==> src/rtl/adc_seq_pkg.sv <==
package adc_seq_pkg;

  typedef enum logic [3:0] {
    ST_POR,
    ST_WAKE,
    ST_WAKE_WAIT,
    ST_IDLE,
    ST_ARM,
    ST_CONV,
    ST_WAIT_EOC,
    ST_SETUP,
    ST_READ,
    ST_HOLD
  } seq_state_e;

  function automatic int unsigned cnt_width(input int unsigned max_val);
    return (max_val < 2) ? 1 : $clog2(max_val + 1);
  endfunction

endpackage

==> src/rtl/adc_seq_eoc_sync.sv <==
module adc_seq_eoc_sync #(
  parameter int STAGES = 2
) (
  input  logic clk,
  input  logic rst,
  input  logic eoc_n_i,
  output logic fall_o
);

  // STAGES synchroniser flops plus one history flop for the edge
  logic [STAGES:0] sr_q;

  always_ff @(posedge clk) begin
    if (rst) sr_q <= '1;
    else     sr_q <= {sr_q[STAGES-1:0], eoc_n_i};
  end

  assign fall_o = sr_q[STAGES] & ~sr_q[STAGES-1];

endmodule

==> src/rtl/adc_seq_timer.sv <==
module adc_seq_timer #(
  parameter int W = 8
) (
  input  logic         clk,
  input  logic         rst,
  input  logic         load_i,
  input  logic [W-1:0] value_i,
  output logic         zero_o
);

  logic [W-1:0] cnt_q;

  always_ff @(posedge clk) begin
    if (rst)              cnt_q <= '0;
    else if (load_i)      cnt_q <= value_i;
    else if (cnt_q != '0) cnt_q <= cnt_q - 1'b1;
  end

  assign zero_o = (cnt_q == '0);

endmodule

==> src/rtl/adc_conv_seq.sv <==
module adc_conv_seq
  import adc_seq_pkg::*;
#(
  parameter int CHAN_W      = 3,
  parameter int DATA_W      = 8,
  parameter int CONV_LOW    = 2,
  parameter int WAKE_HIGH   = 3,
  parameter int WAKE_DELAY  = 5,
  parameter int MIN_CONV    = 17,
  parameter int CS_SETUP    = 1,
  parameter int RD_LOW      = 2,
  parameter int CS_HOLD     = 1,
  parameter int EOC_TIMEOUT = 40,
  parameter int SYNC_STAGES = 2
) (
  input  logic              clk,
  input  logic              rst,
  input  logic              start_i,
  input  logic [CHAN_W-1:0] chan_i,
  input  logic              auto_pd_i,
  output logic [CHAN_W-1:0] adc_addr_o,
  output logic              adc_convst_n_o,
  output logic              adc_cs_n_o,
  output logic              adc_rd_n_o,
  output logic              adc_wake_o,
  input  logic              adc_eoc_n_i,
  input  logic [DATA_W-1:0] adc_data_i,
  output logic [DATA_W-1:0] res_data_o,
  output logic [CHAN_W-1:0] res_chan_o,
  output logic              res_valid_o,
  output logic              timeout_o
);

  localparam int TMR_W = cnt_width(CONV_LOW + WAKE_HIGH + WAKE_DELAY + MIN_CONV +
                                   CS_SETUP + RD_LOW + CS_HOLD + EOC_TIMEOUT);

  seq_state_e        state_q, state_d;
  logic              tmr_zero, guard_zero, eoc_fall;
  logic [TMR_W-1:0]  tmr_value;
  logic              tmr_load, guard_load;
  logic              booting_q, eoc_seen_q, eoc_hit;
  logic              pend_q, pend_auto_q, act_auto_q;
  logic [CHAN_W-1:0] pend_chan_q, act_chan_q;
  logic              accept;

  adc_seq_eoc_sync #(.STAGES(SYNC_STAGES)) u_sync (
    .clk     (clk),
    .rst     (rst),
    .eoc_n_i (adc_eoc_n_i),
    .fall_o  (eoc_fall)
  );

  // Phase timer: one count per state, reloaded on every state change
  adc_seq_timer #(.W(TMR_W)) u_phase (
    .clk     (clk),
    .rst     (rst),
    .load_i  (tmr_load),
    .value_i (tmr_value),
    .zero_o  (tmr_zero)
  );

  // Guard timer: minimum conversion time, started with the convert strobe
  adc_seq_timer #(.W(TMR_W)) u_guard (
    .clk     (clk),
    .rst     (rst),
    .load_i  (guard_load),
    .value_i (TMR_W'(MIN_CONV - 1)),
    .zero_o  (guard_zero)
  );

  assign eoc_hit = eoc_fall | eoc_seen_q;
  assign accept  = (state_q == ST_IDLE) && pend_q;

  always_comb begin
    state_d = state_q;
    unique case (state_q)
      ST_POR:       state_d = ST_WAKE;
      ST_WAKE:      if (tmr_zero) state_d = ST_WAKE_WAIT;
      ST_WAKE_WAIT: if (tmr_zero) state_d = booting_q ? ST_IDLE : ST_CONV;
      ST_IDLE:      if (pend_q) state_d = ST_ARM;
      ST_ARM:       state_d = act_auto_q ? ST_WAKE : ST_CONV;
      ST_CONV:      if (tmr_zero) state_d = ST_WAIT_EOC;
      ST_WAIT_EOC: begin
        if (eoc_hit && guard_zero)  state_d = ST_SETUP;
        else if (!eoc_hit && tmr_zero) state_d = ST_IDLE;
      end
      ST_SETUP:     if (tmr_zero) state_d = ST_READ;
      ST_READ:      if (tmr_zero) state_d = ST_HOLD;
      ST_HOLD:      if (tmr_zero) state_d = ST_IDLE;
      default:      state_d = ST_IDLE;
    endcase
  end

  always_comb begin
    unique case (state_d)
      ST_WAKE:      tmr_value = TMR_W'(WAKE_HIGH - 1);
      ST_WAKE_WAIT: tmr_value = TMR_W'(WAKE_DELAY - 1);
      ST_CONV:      tmr_value = TMR_W'(CONV_LOW - 1);
      ST_WAIT_EOC:  tmr_value = TMR_W'(EOC_TIMEOUT - 1);
      ST_SETUP:     tmr_value = TMR_W'(CS_SETUP - 1);
      ST_READ:      tmr_value = TMR_W'(RD_LOW - 1);
      ST_HOLD:      tmr_value = TMR_W'(CS_HOLD - 1);
      default:      tmr_value = '0;
    endcase
  end

  assign tmr_load   = (state_d != state_q);
  assign guard_load = (state_d == ST_CONV) && (state_q != ST_CONV);

  always_ff @(posedge clk) begin
    if (rst) begin
      state_q        <= ST_POR;
      booting_q      <= 1'b1;
      eoc_seen_q     <= 1'b0;
      adc_convst_n_o <= 1'b1;
      adc_cs_n_o     <= 1'b1;
      adc_rd_n_o     <= 1'b1;
      adc_wake_o     <= 1'b0;
    end else begin
      state_q <= state_d;
      if (state_q == ST_WAKE_WAIT && tmr_zero) booting_q <= 1'b0;
      if (guard_load)
        eoc_seen_q <= 1'b0;
      else if (eoc_fall && (state_q == ST_CONV || state_q == ST_WAIT_EOC))
        eoc_seen_q <= 1'b1;
      adc_convst_n_o <= (state_d != ST_CONV);
      adc_cs_n_o     <= !(state_d == ST_SETUP || state_d == ST_READ || state_d == ST_HOLD);
      adc_rd_n_o     <= (state_d != ST_READ);
      adc_wake_o     <= (state_d == ST_WAKE);
    end
  end

  // One-deep request holding register and active request
  always_ff @(posedge clk) begin
    if (rst) begin
      pend_q      <= 1'b0;
      pend_chan_q <= '0;
      pend_auto_q <= 1'b0;
      act_chan_q  <= '0;
      act_auto_q  <= 1'b0;
    end else if (accept) begin
      act_chan_q  <= pend_chan_q;
      act_auto_q  <= pend_auto_q;
      pend_q      <= start_i;
      pend_chan_q <= chan_i;
      pend_auto_q <= auto_pd_i;
    end else if (start_i && !pend_q) begin
      pend_q      <= 1'b1;
      pend_chan_q <= chan_i;
      pend_auto_q <= auto_pd_i;
    end
  end

  assign adc_addr_o = act_chan_q;

  always_ff @(posedge clk) begin
    if (rst) begin
      res_data_o  <= '0;
      res_chan_o  <= '0;
      res_valid_o <= 1'b0;
      timeout_o   <= 1'b0;
    end else begin
      if (state_q == ST_READ && tmr_zero) res_data_o <= adc_data_i;
      res_valid_o <= (state_q == ST_HOLD) && tmr_zero;
      if (state_q == ST_HOLD && tmr_zero) res_chan_o <= act_chan_q;
      timeout_o   <= (state_q == ST_WAIT_EOC) && tmr_zero && !eoc_hit;
    end
  end

endmodule

==> config.mk <==
export PLATFORM = sky130hd
export DESIGN_NAME = adc_conv_seq
export DESIGN_NICKNAME = d
export VERILOG_FILES = /design/src/rtl/adc_seq_pkg.sv /design/src/rtl/adc_seq_eoc_sync.sv /design/src/rtl/adc_seq_timer.sv /design/src/rtl/adc_conv_seq.sv
export SDC_FILE = /design/constraint.sdc
export NUM_CORES = 1
export LEC_CHECK = 0
export BUFFER_PORTS_ARGS = -buffer_cell sky130_fd_sc_hd__buf_2
export CORE_MARGIN = 8
export CORE_UTILIZATION = 50
export DETAILED_ROUTE_END_ITERATION = 12
export PLACE_DENSITY = 0.81
export SYNTH_ARGS = -nofsm -noshare
export SYNTH_HDL_FRONTEND = slang
export SYNTH_SLANG_ARGS = --single-unit
==> constraint.sdc <==
create_clock -name clk -period 2.5 [get_ports clk]
set_clock_uncertainty 0.2 [all_clocks]
set_input_delay 0.25 -clock clk [delete_from_list [all_inputs] [get_ports clk]]
set_output_delay 0.25 -clock clk [all_outputs]
set_load 0.01 [all_outputs]
# Word-level counts from Yosys, hierarchy flattened
# Index checks and enable logic that the tools add are counted.
[classes] n_addsub=2 n_lt_le_gt_ge=0 reduce_logical=27 n_mul=0 n_bitwise=3 n_mux=23 n_eq_ne=20 div_mod_pow=0 shifts=0
[ops] op="4-bit case mux with 10 select lines" count=1
[ops] op="4-bit two-way mux" count=9
[ops] op="4-bit by 3-bit equality test with 1-bit output (second input constant)" count=7
[ops] op="6-bit case mux with 4 select lines" count=1
[ops] op="4-bit equality test (second input constant)" count=4
[ops] op="7-bit logical NOT" count=2
[ops] op="7-bit two-way mux" count=2
[ops] op="7-bit nonzero test" count=2
[ops] op="7-bit by 1-bit subtractor with 7-bit output (second input constant)" count=2
[ops] op="4-bit by 2-bit equality test with 1-bit output (second input constant)" count=3
[ops] op="3-bit two-way mux" count=4
[ops] op="1-bit logical AND" count=11
[ops] op="5-bit two-way mux" count=2
[ops] op="4-bit by 1-bit equality test with 1-bit output (second input constant)" count=2
[ops] op="4-bit by 3-bit inequality test with 1-bit output (second input constant)" count=2
[ops] op="2-bit nonzero test" count=3
[ops] op="4-bit logical NOT" count=1
[ops] op="1-bit two-way mux" count=4
[ops] op="4-bit inequality test" count=1
[ops] op="4-bit inequality test (second input constant)" count=1
[ops] op="2-bit OR reduction" count=2
[ops] op="1-bit logical NOT" count=3
[ops] op="1-bit logical OR" count=3
[ops] op="1-bit AND" count=1
[ops] op="other kinds (2)" count=2
[word_totals] ramBits=0 inputBits=16 output_inout_bits=20 reg_bits=49 latch_bits=0 n_memories=0 romBits=0

# Longest topological paths before layout
# Gate-level depths: netlist of the first run.
[logic_depth] depth_word=12 ltp_mapped=10

# Cells and area by module
# A second synthesis of the first run with hierarchy kept.
[hier_totals] hier_cells=272 hier_area_um2=2406.1
[modules_own_cells] module="adc_conv_seq" cells_each=171 instances=1 area_each_um2=1522.7
[modules_own_cells] module="adc_seq_timer" cells_each=47 instances=2 area_each_um2=399.1
[modules_own_cells] module="adc_seq_eoc_sync" cells_each=7 instances=1 area_each_um2=85.1

# Worst setup path after synthesis of the first run
# No wires, ideal clock.
[synth_path] kind="flip-flop to flip-flop" from="register u_phase.cnt_q[0]" to="register u_phase.cnt_q[1]" t_arrival_ns=2.231 stages_incl_launch_ff=10 path_buffers=0 setup_slack_ns=-0.064 period_less_slack_ns=2.564 path_cell_list="dfxtp_1 inv_1 ha_1 or4b_4 or4_4 o2111ai_2 nor3_2 o211a_4 a311oi_2 a211oi_2"
[synth_between] elab_chain_len=9 word_cells_on_any_way=24 classes_between="add/sub: 1; eq/ne: 6; mux: 12; reduce/logical: 5"
[synth_lines] element="from (decl)" line_no="adc_seq_timer.sv:11" text="logic [W-1:0] cnt_q;"
[synth_lines] element="from (signal assigned)" line_no="adc_seq_timer.sv:15" text="else if (load_i) cnt_q <= value_i;"
[synth_lines] element="from (signal assigned)" line_no="adc_seq_timer.sv:16" text="else if (cnt_q != '0) cnt_q <= cnt_q - 1'b1;"
[synth_lines] element="7-bit logical NOT" line_no="adc_seq_timer.sv:19" text="assign zero_o = (cnt_q == '0);"
[synth_lines] element="1-bit logical AND" line_no="adc_conv_seq.sv:85" text="else if (!eoc_hit && tmr_zero) state_d = ST_IDLE;"
[synth_lines] element="4-bit two-way mux" line_no="adc_conv_seq.sv:85"
[synth_lines] element="4-bit two-way mux" line_no="adc_conv_seq.sv:84" text="if (eoc_hit && guard_zero) state_d = ST_SETUP;"
[synth_lines] element="4-bit case mux with 10 select lines" line_no="adc_conv_seq.sv:76" text="unique case (state_q)"
[synth_lines] element="4-bit by 3-bit equality test with 1-bit output or 4-bit equality test (tied branches)" line_no="adc_conv_seq.sv:95" text="unique case (state_d)"
[synth_lines] element="2-bit OR reduction (no source line)"
[synth_lines] element="6-bit case mux with 4 select lines" line_no="adc_conv_seq.sv:95"
[synth_lines] element="7-bit two-way mux" line_no="adc_seq_timer.sv:15"
# Parallel ways exist; a longest one is shown, timed or not. The select of a mux whose other input is x is not followed.
# A chain may end at the register's enable or synchronous reset.

# Worst setup path in the final report of the first run
[layout_path] from="register u_phase.cnt_q[0]" to="register u_phase.cnt_q[0]"
# The elaborated chain is that of the path after synthesis.

==> qor.txt, run 1 <==
Post-synthesis register bit count -> 49
Reg2Reg Launch Point -> u_phase.cnt_q[0]
# nets final -> 322
Root Driver -> clkbuf_8
Ys Warns -> 0
Clock buffer depth -> 2
Max FO, Critical Path -> 5
Row cnt -> 24
Violations in the final reports -> negative setup slack
WP data required -> 2.46 ns
Post-place instance area -> 2590 um2
Hold Path Depth -> 3
Layout cell share with drive strength beyond 1 -> 30.6%
Clock Sinks -> 49
Post-route setup slack -> -0.124 ns
H-tree level count -> 2
Crit end category -> flip-flop
Hold crit path type -> input pin to flip-flop
Placer Congestion -> 0.913
CP Cell Sequence -> inv_2 > ha_4 > or4b_4 > or4_4 > o2111ai_4 > o211a_1 > o211a_4 > nand3b_1 > a31oi_1
Post-route cell area -> 2870 um2
Register-to-Register Path Depth -> 9
CTS tree -> done
Status -> finished with violations
Min cycle time layout -> 2.62 ns
Post-Syn Nets -> 259
Mean post-synth cell area -> 9.22 um2
Max rail drop VDD -> 0.605 mV
Die height -> 82.5 um
N_diodes -> 0
Yosys cell types -> 51
Initial antenna violation count -> 0
Slew Viols, Final -> 0
Worst setup SP type -> flip-flop
Clock Latency Late Sink -> 0.30 ns
Vias in the first global route -> 1,950
Post-route ant nets -> 0
PwrDens -> 1130 nW/um2
EDFF count, synth -> 0
Post-layout util -> 66.4%
Io pins -> 36
Slowest cell on the critical path -> or4_4
Delay of the slowest critical-path stage -> 0.52 ns
Most common cell after layout, fill and taps aside -> dfxtp_1
DRC viols -> 0
Tot GR Track Use -> 16.5%
Sequential share of the synthesized area -> 44.3%
Final Cycle Share -> 105%
Total grt overflow -> 0
TritonCTS Buffers -> 5
CP Class -> flip-flop to flip-flop
Unrepaired setup endpoints after global routing -> yes
First-pass GRT wire length -> 8830 um
Die area -> 6810 um2
Synthesis-to-layout area growth -> 29.8%
Starting Density -> 51.2%
R2R Path End -> u_phase.cnt_q[0]
Reg-to-reg slack, setup -> -0.12 ns
Core area -> 4320 um2
Drt total wl -> 5350 um
Input/output buffers -> 35
Non-Filler Instances -> 356
Placed cells -> 335
Leakage -> 1.23 nW
Most frequent cells in the layout -> dfxtp_1, nor2_1, buf_2
Ys async rst share -> 0%
Worst hold start -> chan_i[1]
Clock transition at path regs -> 0.09 ns
Synthesized area -> 2210 um2
First drt pass iteration count -> 4
Worst slew pin tran -> 0.728 ns
Largest net degree at the start of global routing -> 44
Fmax -> 381 MHz
Setup Viol. Count Final -> 12
Arrival time at the worst endpoint -> 2.58 ns
Initial DRC count -> 82
DIE WIDTH -> 82.5 um
Dpl hpwl -> 3530 um
Setup tns final -> -0.712 ns
Synth Instances -> 240
Total Power -> 0.00326 W
Drt wl/cell -> 15.0 um
Max cap viols -> 0
Hold Path End -> pend_chan_q[1]
Drt via density -> 5.45
Worst rel slew slack -> 51.5%
Main synth FF type -> dfxtp_1
Routed vias -> 1,941
Final Hold Violating Endpoints -> 0
==> how the worst max path moves through the flow <==
stage | startpoint | end | slack (ns) | cells after the start
floorplan | u_phase.cnt_q[0] | u_phase.cnt_q[1] | -0.02 | 9
global placement | u_phase.cnt_q[1] | u_phase.cnt_q[1] | -0.07 | 9
detailed placement | u_phase.cnt_q[1] | u_guard.cnt_q[1] | -0.13 | 9
CTS | u_phase.cnt_q[0] | u_phase.cnt_q[1] | -0.13 | 9
global route | u_phase.cnt_q[0] | u_phase.cnt_q[0] | -0.20 | 9
finish | u_phase.cnt_q[0] | u_phase.cnt_q[0] | -0.12 | 9
==> stage by stage <==
stage | setup slack [ns] | hold WS (ns)
after floorplan | -0.0174 | 0.154
after global placement | -0.0727 | 0.199
after detailed placement | -0.134 | 0.202
after CTS | -0.128 | 0.00297
after global routing | -0.199 | 0.0485
final | -0.124 | 0.0252
==> cell usage after synthesis (2+ instances only) <==
| cell | number | area [um2] |
|---|---|---|
| or3_1 | 3 | 18.8 |
| and2_1 | 2 | 12.5 |
| nor4b_1 | 3 | 26.3 |
| a211oi_1 | 2 | 15.0 |
| xnor2_1 | 4 | 35.0 |
| nor2b_1 | 6 | 37.5 |
| or2_2 | 4 | 25.0 |
| mux2i_1 | 21 | 210 |
| buf_2 | 2 | 10.0 |
| nor2_1 | 39 | 146 |
| nand3_1 | 7 | 35.0 |
| and3_1 | 2 | 12.5 |
| xor2_1 | 4 | 35.0 |
| nand3b_1 | 2 | 15.0 |
| nand2b_1 | 4 | 25.0 |
| clkbuf_1 | 10 | 37.5 |
| nand2_1 | 13 | 48.8 |
| ha_1 | 3 | 37.5 |
| nor3b_1 | 2 | 15.0 |
| a21oi_1 | 12 | 60.1 |
| inv_1 | 7 | 26.3 |
| dfxtp_1 | 49 | 981 |
| o211a_1 | 2 | 20.0 |
| nor3_1 | 7 | 35.0 |
| o21ai_0 | 2 | 10.0 |
| a21o_1 | 3 | 22.5 |
==> registers in the layout (all words and copies together) (netlist names), 3 cells and up <==
register / count
pend_chan_q: 3
res_data_o: 8
u_phase.cnt_q: 7
u_guard.cnt_q: 7
u_sync.sr_q: 3
res_chan_o: 3
adc_addr_o: 3
state_q: 4
==> worst max-delay path: cells and delay by family (launching register included) <==
family	cells	cell delay, ns
flops	1	0.33
compound gates	4	0.65
simple gates	3	1.10
fa+ha+maj	1	0.13
buf+inv	1	0.06
==> per-layer routing <==
layer  up-vias  share of wire (%)  wire length (um)  GRT usage, %
li1        965                  -                 -             -
met1       912                 44              2380          18.7
met2        55                 48              2560          27.8
met3         9                6.3               338          5.30
met4         0                1.5                79          6.90
met5         -                  0                 0             0
==> final cells by class <==
type / instances / area, um2
sequential: 49 / 982
timing repair buffer: 67 / 459
tap: 52 / 65.1
multi-input combinational: 173 / 1240
clock buffer: 6 / 82.6
inverter: 7 / 26.3
fill: 345 / 1450
clock inverter: 2 / 13.8
==> power breakdown <==
part	switching [W]	internal (W)	total, W
clock network	0.000261	0.000224	0.000485
logic	0.000898	0.000865	0.00176
registers	0.000113	0.000898	0.00101
total	0.00127	0.00199	0.00326
==> kinds of logic (layout without fill, tap and decap cells) <==
| logic type | count (synthesis) | in the layout | synth area share, % |
|---|---|---|---|
| AO/OA/AOI/OAI | 35 | 36 | 12.4 |
| XOR/XNOR | 8 | 8 | 3.17 |
| adder cells (fa/ha/maj) | 4 | 4 | 2.15 |
| buffers and inverters | 19 | 82 | 3.34 |
| flip-flops | 49 | 49 | 44.3 |
| multiplexers | 22 | 22 | 10.0 |
| AND/OR/NAND/NOR | 103 | 103 | 24.6 |
==> timing repair <==
item | CTS | global route
pin swaps | 9 | 4
gates resized for setup | 5 | 9
hold buffers | 10 | 1
cloned | 1 | 0
setup buffers | 1 | 0
endpoints found under the setup margin | 16 | 19
endpoints found under the hold margin | 10 | 1
(Power assumes the default switching activity.)
==> run 2: changes to the inputs <==
--- a/config.mk
+++ b/config.mk
@@ -9,6 +9,7 @@
 export CORE_MARGIN = 8
 export CORE_UTILIZATION = 50
 export DETAILED_ROUTE_END_ITERATION = 12
+export HOLD_SLACK_MARGIN = 0.06
 export PLACE_DENSITY = 0.81
 export SYNTH_ARGS = -nofsm -noshare
 export SYNTH_HDL_FRONTEND = slang
==> run 2 against run 1 <==
  * The flow still finishes with violations (negative setup slack)
  * Cell count is 0.84% higher
  * Routed wire length rose by 1.7%
  * Sequential cell count stayed put
  * Largest cell class unchanged
==> qor.txt, run 2 (same netlist as run 1, synthesis figures left out) <==
Drt total wl -> 5440 um
Clk pwr share -> 14.9%
Status -> finished with violations
DRC viols -> 0
Input/output buffers -> 35
Crit end category -> flip-flop
Synthesis-to-layout area growth -> 31.1%
Clock buffer depth -> 2
# fillers -> 340
Clock transition at path regs -> 0.08 ns
Post-route ant nets -> 0
Biggest register -> res_data_o
Total Power -> 0.00326 W
Post-route setup slack -> -0.122 ns
Layout cell share with drive strength beyond 1 -> 30.3%
PwrDens -> 1120 nW/um2
Max FO, Critical Path -> 5
Drt via density -> 5.48
CP delay by family, top -> simple AND/OR/NAND/NOR gates
Arrival time at the worst endpoint -> 2.58 ns
Violations in the final reports -> negative setup slack
Die area -> 6810 um2
Worst setup SP type -> flip-flop
Net Sw Frac -> 38.9%
Final Cycle Share -> 105%
CTS tree -> done
Root Driver -> clkbuf_8
Initial DRC count -> 78
Initial antenna violation count -> 0
First drt pass iteration count -> 4
First-pass GRT wire length -> 9050 um
CP Cell Sequence -> inv_2 > ha_4 > or4b_4 > or4_4 > o2111ai_4 > o211a_1 > o211a_4 > nand3b_1 > a31oi_1
Reg2Reg Launch Point -> u_phase.cnt_q[1]
Total grt overflow -> 0
Tot GR Track Use -> 17.0%
Most common cell after layout, fill and taps aside -> dfxtp_1
Net switching power -> 0.00127 W
Delay of the slowest critical-path stage -> 0.52 ns
Flop pwr share -> 31.0%
TritonCTS Buffers -> 5
Core area -> 4320 um2
Final Hold Violating Endpoints -> 0
Unrepaired setup endpoints after global routing -> yes
Vias in the first global route -> 1,984
CP Class -> flip-flop to flip-flop
Cell-internal power -> 0.00199 W
Drt wl/cell -> 15.2 um
Placer Congestion -> 0.913
WP data required -> 2.46 ns
Largest net degree at the start of global routing -> 44
Leakage -> 1.25 nW
DIE WIDTH -> 82.5 um
Min cycle time layout -> 2.62 ns
Row cnt -> 24
Post-place instance area -> 2590 um2
Hold crit path type -> flip-flop to flip-flop
Clock Latency Late Sink -> 0.30 ns
Post-route cell area -> 2900 um2
Fmax -> 381 MHz
Setup Viol. Count Final -> 12
Critical path buffers and inverters -> 1
Starting Density -> 51.2%
Combinational power share -> 54.1%
Reg-to-reg slack, setup -> -0.12 ns
Routed vias -> 1,969
Max FFs per register -> 8
Worst rel slew slack -> 51.7%
Post-layout util -> 67.1%
N_diodes -> 0
Dpl hpwl -> 3530 um
CP Launch Point -> u_phase.cnt_q[1]
Top flop regs -> res_data_o x8, u_guard.cnt_q x7, u_phase.cnt_q x7
Clock Sinks -> 49
Worst hold start -> u_sync.sr_q[0]
Most frequent cells in the layout -> dfxtp_1, nor2_1, buf_2
H-tree level count -> 2
Io pins -> 36
Max rail drop VDD -> 0.606 mV
Slowest cell on the critical path -> or4_4
Worst slew pin tran -> 0.725 ns
Slew Viols, Final -> 0
# nets final -> 325
Max cap viols -> 0
Die height -> 82.5 um
==> run 2: cell count changes in the layout (fill, tap and decap cells not counted) <==
cell,change
dlygate4sd3_1,+3
==> run 2: power by group through the flow <==
stage               registers, W  clock network (W)  logic (W)
global route             0.00103           0.000529    0.00193
finish                   0.00101           0.000485    0.00176
global placement         0.00102                  0    0.00153
floorplan               0.000992                  0    0.00108
CTS                      0.00101           0.000495    0.00168
detailed placement       0.00102                  0    0.00155
==> run 2: worst paths after layout <==
check                                   endpoint  cells past startpoint
worst max register to register  u_phase.cnt_q[0]                      9
worst max-delay path            u_phase.cnt_q[0]                      9
worst min-delay path              u_sync.sr_q[1]                      1
worst min register to register    u_sync.sr_q[1]                      1
==> run 2: layout make-up <==
cell class	instances	area (um2)	area share (%)
tap	52	65.1	2.24
inverter	7	26.3	0.905
clock inverter	2	13.8	0.474
multi-input combinational	173	1240	42.8
timing repair buffer	70	489	16.9
sequential	49	982	33.8
clock buffer	6	82.6	2.84
==> run 2: timing repair <==
item | CTS | global route
setup buffers | 1 | 0
hold buffers | 14 | 0
pin swaps | 9 | 4
gates resized for setup | 5 | 9
gates cloned | 1 | 0
hold endpoints to repair | 14 | 0
setup endpoints to repair | 16 | 19
==> run 2: through the flow <==
step / std cells / worst slack (ns) / hold slack, ns / setup TNS (ns)
final: 359 / -0.122 / 0.223 / -0.684
after global routing: 359 / -0.198 / 0.261 / -2.26
after CTS: 359 / -0.128 / 0.226 / -0.749
after detailed placement: 335 / -0.134 / 0.202 / -0.709
after global placement: 335 / -0.0727 / 0.199 / -0.236
after floorplan: 240 / -0.0174 / 0.154 / -0.0264
==> run 2: metal layers <==
| layer | up-vias | GRT usage [%] | wire length (um) | part of all wire, % |
|---|---|---|---|---|
| met4 | 0 | 6.90 | 79 | 1.5 |
| met2 | 66 | 29.2 | 2650 | 49 |
| met5 | - | 0 | 0 | 0 |
| met3 | 9 | 4.98 | 354 | 6.5 |
| met1 | 922 | 19.2 | 2360 | 43 |
| li1 | 972 | - | - | - |
==> run 2: worst register-to-register path: stages (launching register included) <==
cell,delay [ns]
dfxtp_1,0.33
inv_2,0.07
ha_4,0.12
or4b_4,0.47
or4_4,0.52
o2111ai_4,0.11
o211a_1,0.25
o211a_4,0.21
nand3b_1,0.11
a31oi_1,0.08
==> run 3: changes to the inputs <==
--- a/config.mk
+++ b/config.mk
@@ -5,9 +5,11 @@
 export SDC_FILE = /design/constraint.sdc
 export NUM_CORES = 1
 export LEC_CHECK = 0
+export ABC_AREA = 1
+export ABC_CLOCK_PERIOD_IN_PS = 2500
 export BUFFER_PORTS_ARGS = -buffer_cell sky130_fd_sc_hd__buf_2
 export CORE_MARGIN = 8
-export CORE_UTILIZATION = 50
+export CORE_UTILIZATION = 51
 export DETAILED_ROUTE_END_ITERATION = 12
 export HOLD_SLACK_MARGIN = 0.06
 export PLACE_DENSITY = 0.81
==> run 3 against run 2 <==
  * The flow now finishes without violations
  * Combinational power is 11% lower
  * Cell area is 0.22% lower
  * Non-clock buffer count is 19 lower
  * Register-to-register slack better by 0.32 ns
  * Largest cell class unchanged
  * Clock power is 2% lower
  * Synthesized cell count is 37% higher
  * Worst hold slack worse by 0.093 ns
  * Sequential share of layout area hardly changed
  * Worst setup slack better by 0.32 ns
  * First-iteration DRC count is 73% higher
  * Critical path type unchanged
  * Critical path depth is 4 higher
==> qor.txt, run 3 <==
Compound-cell area share of the yosys netlist -> 12.6%
Critical path buffers and inverters -> 3
Ys async rst share -> 0%
Synthesis-to-layout area growth -> 18.1%
Total grt overflow -> 0
Main synth FF type -> dfxtp_1
Biggest register -> res_data_o
Drt wl/cell -> 12.6 um
Min cycle time layout -> 2.30 ns
Clock transition at path regs -> 0.10 ns
Status -> completed
Main combinational cell family by area after synthesis -> simple AND/OR/NAND/NOR gates
Post-synthesis mux area share -> 0%
Initial DRC count -> 135
Vias in the first global route -> 2,123
Post-synthesis simple-gate area fraction -> 36.3%
Post-Syn Nets -> 347
CP Class -> flip-flop to flip-flop
Setup tns final -> 0 ns
Root Driver -> clkbuf_8
Non-Filler Instances -> 434
First drt pass iteration count -> 4
Drt total wl -> 5490 um
Die height -> 85.3 um
# fillers -> 408
Tot GR Track Use -> 15.5%
Final Hold Violating Endpoints -> 0
Worst rel slew slack -> 52.4%
WP data required -> 2.50 ns
CTS resizes -> 0
Slew Viols, Final -> 0
Max rail drop VDD -> 0.488 mV
DRC viols -> 0
Synth Instances -> 328
Leakage -> 1.36 nW
Placed cells -> 412
Worst setup SP type -> flip-flop
Fmax -> 435 MHz
Row cnt -> 25
Arrival time at the worst endpoint -> 2.30 ns
DIE WIDTH -> 85.3 um
Max FO, Critical Path -> 9
Synth top area cells -> dfxtp_1, nand2_1, nor2_1
Top flop regs -> res_data_o x8, u_guard.cnt_q x7, u_phase.cnt_q x7
Crit end category -> flip-flop
Delay of the slowest critical-path stage -> 0.33 ns
N_diodes -> 0
Max cap viols -> 0
Sequential share of the synthesized area -> 40.0%
CP Cell Sequence -> inv_1 > ha_1 > nand2_2 > inv_1 > nand3_2 > nand2_1 > nand2_2 > inv_2 > nand2_2 > nor3_4 > nand2_1 > nand2_2 > nor3_1
Yosys cell types -> 36
Post-route ant nets -> 0
Routed vias -> 2,208
Yosys top cell area share -> 40.0%
Hold crit path type -> input pin to flip-flop
Io pins -> 36
Dominant cell by count in the synthesized netlist -> nand2_1
Final Cycle Share -> 92.0%
First-pass GRT wire length -> 9230 um
Drt via density -> 5.09
Starting Density -> 52.3%
# nets final -> 398
Core area -> 4690 um2
Clock Sinks -> 49
Synth Area in XOR/XNOR -> 1.43%
Most common cell after layout, fill and taps aside -> nand2_1
Largest area contributor in the netlist -> dfxtp_1
Layout cell share with drive strength beyond 1 -> 25.0%
Clock buffer depth -> 2
H-tree level count -> 2
CP delay by family, top -> simple AND/OR/NAND/NOR gates
Die area -> 7280 um2
Dpl hpwl -> 3970 um
PwrDens -> 1050 nW/um2
Post-Synth Adder-Cell Area -> 1.53%
Input/output buffers -> 35
Largest net degree at the start of global routing -> 26
Post-synthesis register bit count -> 49
Clock Latency Late Sink -> 0.31 ns
CTS tree -> done
Slowest cell on the critical path -> dfxtp_1
TritonCTS Buffers -> 5
Mean post-synth cell area -> 7.48 um2
Worst slew pin tran -> 0.713 ns
Most frequent cells after synthesis -> nand2_1, dfxtp_1, nor2_1
Initial antenna violation count -> 0
Critical Path Most Common Cell -> nand2_2
EDFF count, synth -> 0
Ys Warns -> 0
Placer Congestion -> 0.948
Max FFs per register -> 8
Most frequent cells in the layout -> nand2_1, dfxtp_1, nor2_1
Synthesized area -> 2450 um2
Setup Viol. Count Final -> 0
Unrepaired setup endpoints after global routing -> no
==> run 3: area by class of cell <==
cell class | count | area, um2 | share of cell area, %
clock inverters | 3 | 22.5 | 0.778
clock buffers | 5 | 68.8 | 2.38
multi-input cells | 231 | 1270 | 43.9
flip-flops and latches | 49 | 981 | 33.9
well taps | 54 | 67.6 | 2.33
inverters | 41 | 154 | 5.31
repair buffers | 51 | 330 | 11.4
==> run 3: worst paths after layout <==
path                                        from              to  slack (ns)  cells after the start
worst max-delay path            u_phase.cnt_q[0]      eoc_seen_q        0.20                     13
worst min-delay path                         rst      state_q[1]        0.13                      2
worst max register to register  u_phase.cnt_q[0]      eoc_seen_q        0.20                     13
worst min register to register    u_sync.sr_q[0]  u_sync.sr_q[1]        0.24                      1
==> run 3: per-stage QoR <==
step	cell area, um2	utilization [%]	worst slack, ns	hold slack [ns]	total power (W)
after floorplan	2450	-	0.508	0.154	0.00230
after global placement	2670	56.8	0.219	0.193	0.00252
after detailed placement	2670	56.8	0.181	0.201	0.00256
after CTS	2900	61.7	0.176	0.122	0.00305
after global routing	2900	61.7	0.0198	0.139	0.00328
final	2900	61.7	0.201	0.130	0.00305
==> run 3: kinds of logic after synthesis <==
group	count (synthesis)
simple gates	165
flops	49
xor+xnor	4
buf+inv	48
fa+ha+maj	3
compound gates	59
==> run 3: timing repair <==
| action | 4_1_cts | 5_1_grt |
|---|---|---|
| setup endpoints to repair | 0 | 3 |
| hold buffers | 14 | 0 |
| setup buffers | 0 | 0 |
| hold endpoints to repair | 14 | 0 |
==> run 3: worst register-to-register path, delay by kind of cell (launching register included) <==
family / cells / cell delay (ns)
adders and majority gates: 1 / 0.25
buffers and inverters: 3 / 0.23
DFF: 1 / 0.33
and+or+nand+nor: 9 / 1.20
==> run 3: power by group <==
| group | internal [W] | switching (W) |
|---|---|---|
| logic | 0.000566 | 0.000993 |
| clock network | 0.000197 | 0.000280 |
| registers | 0.000905 | 0.000112 |
| total | 0.00167 | 0.00138 |
==> run 3: layer usage <==
| metal | wire length (um) | up-vias | GRT usage (%) |
|---|---|---|---|
| met4 | 59 | 0 | 3.98 |
| met1 | 2450 | 983 | 17.9 |
| met2 | 2670 | 65 | 27.0 |
| met3 | 312 | 7 | 4.92 |
| li1 | - | 1153 | - |
| met5 | 0 | - | 0 |
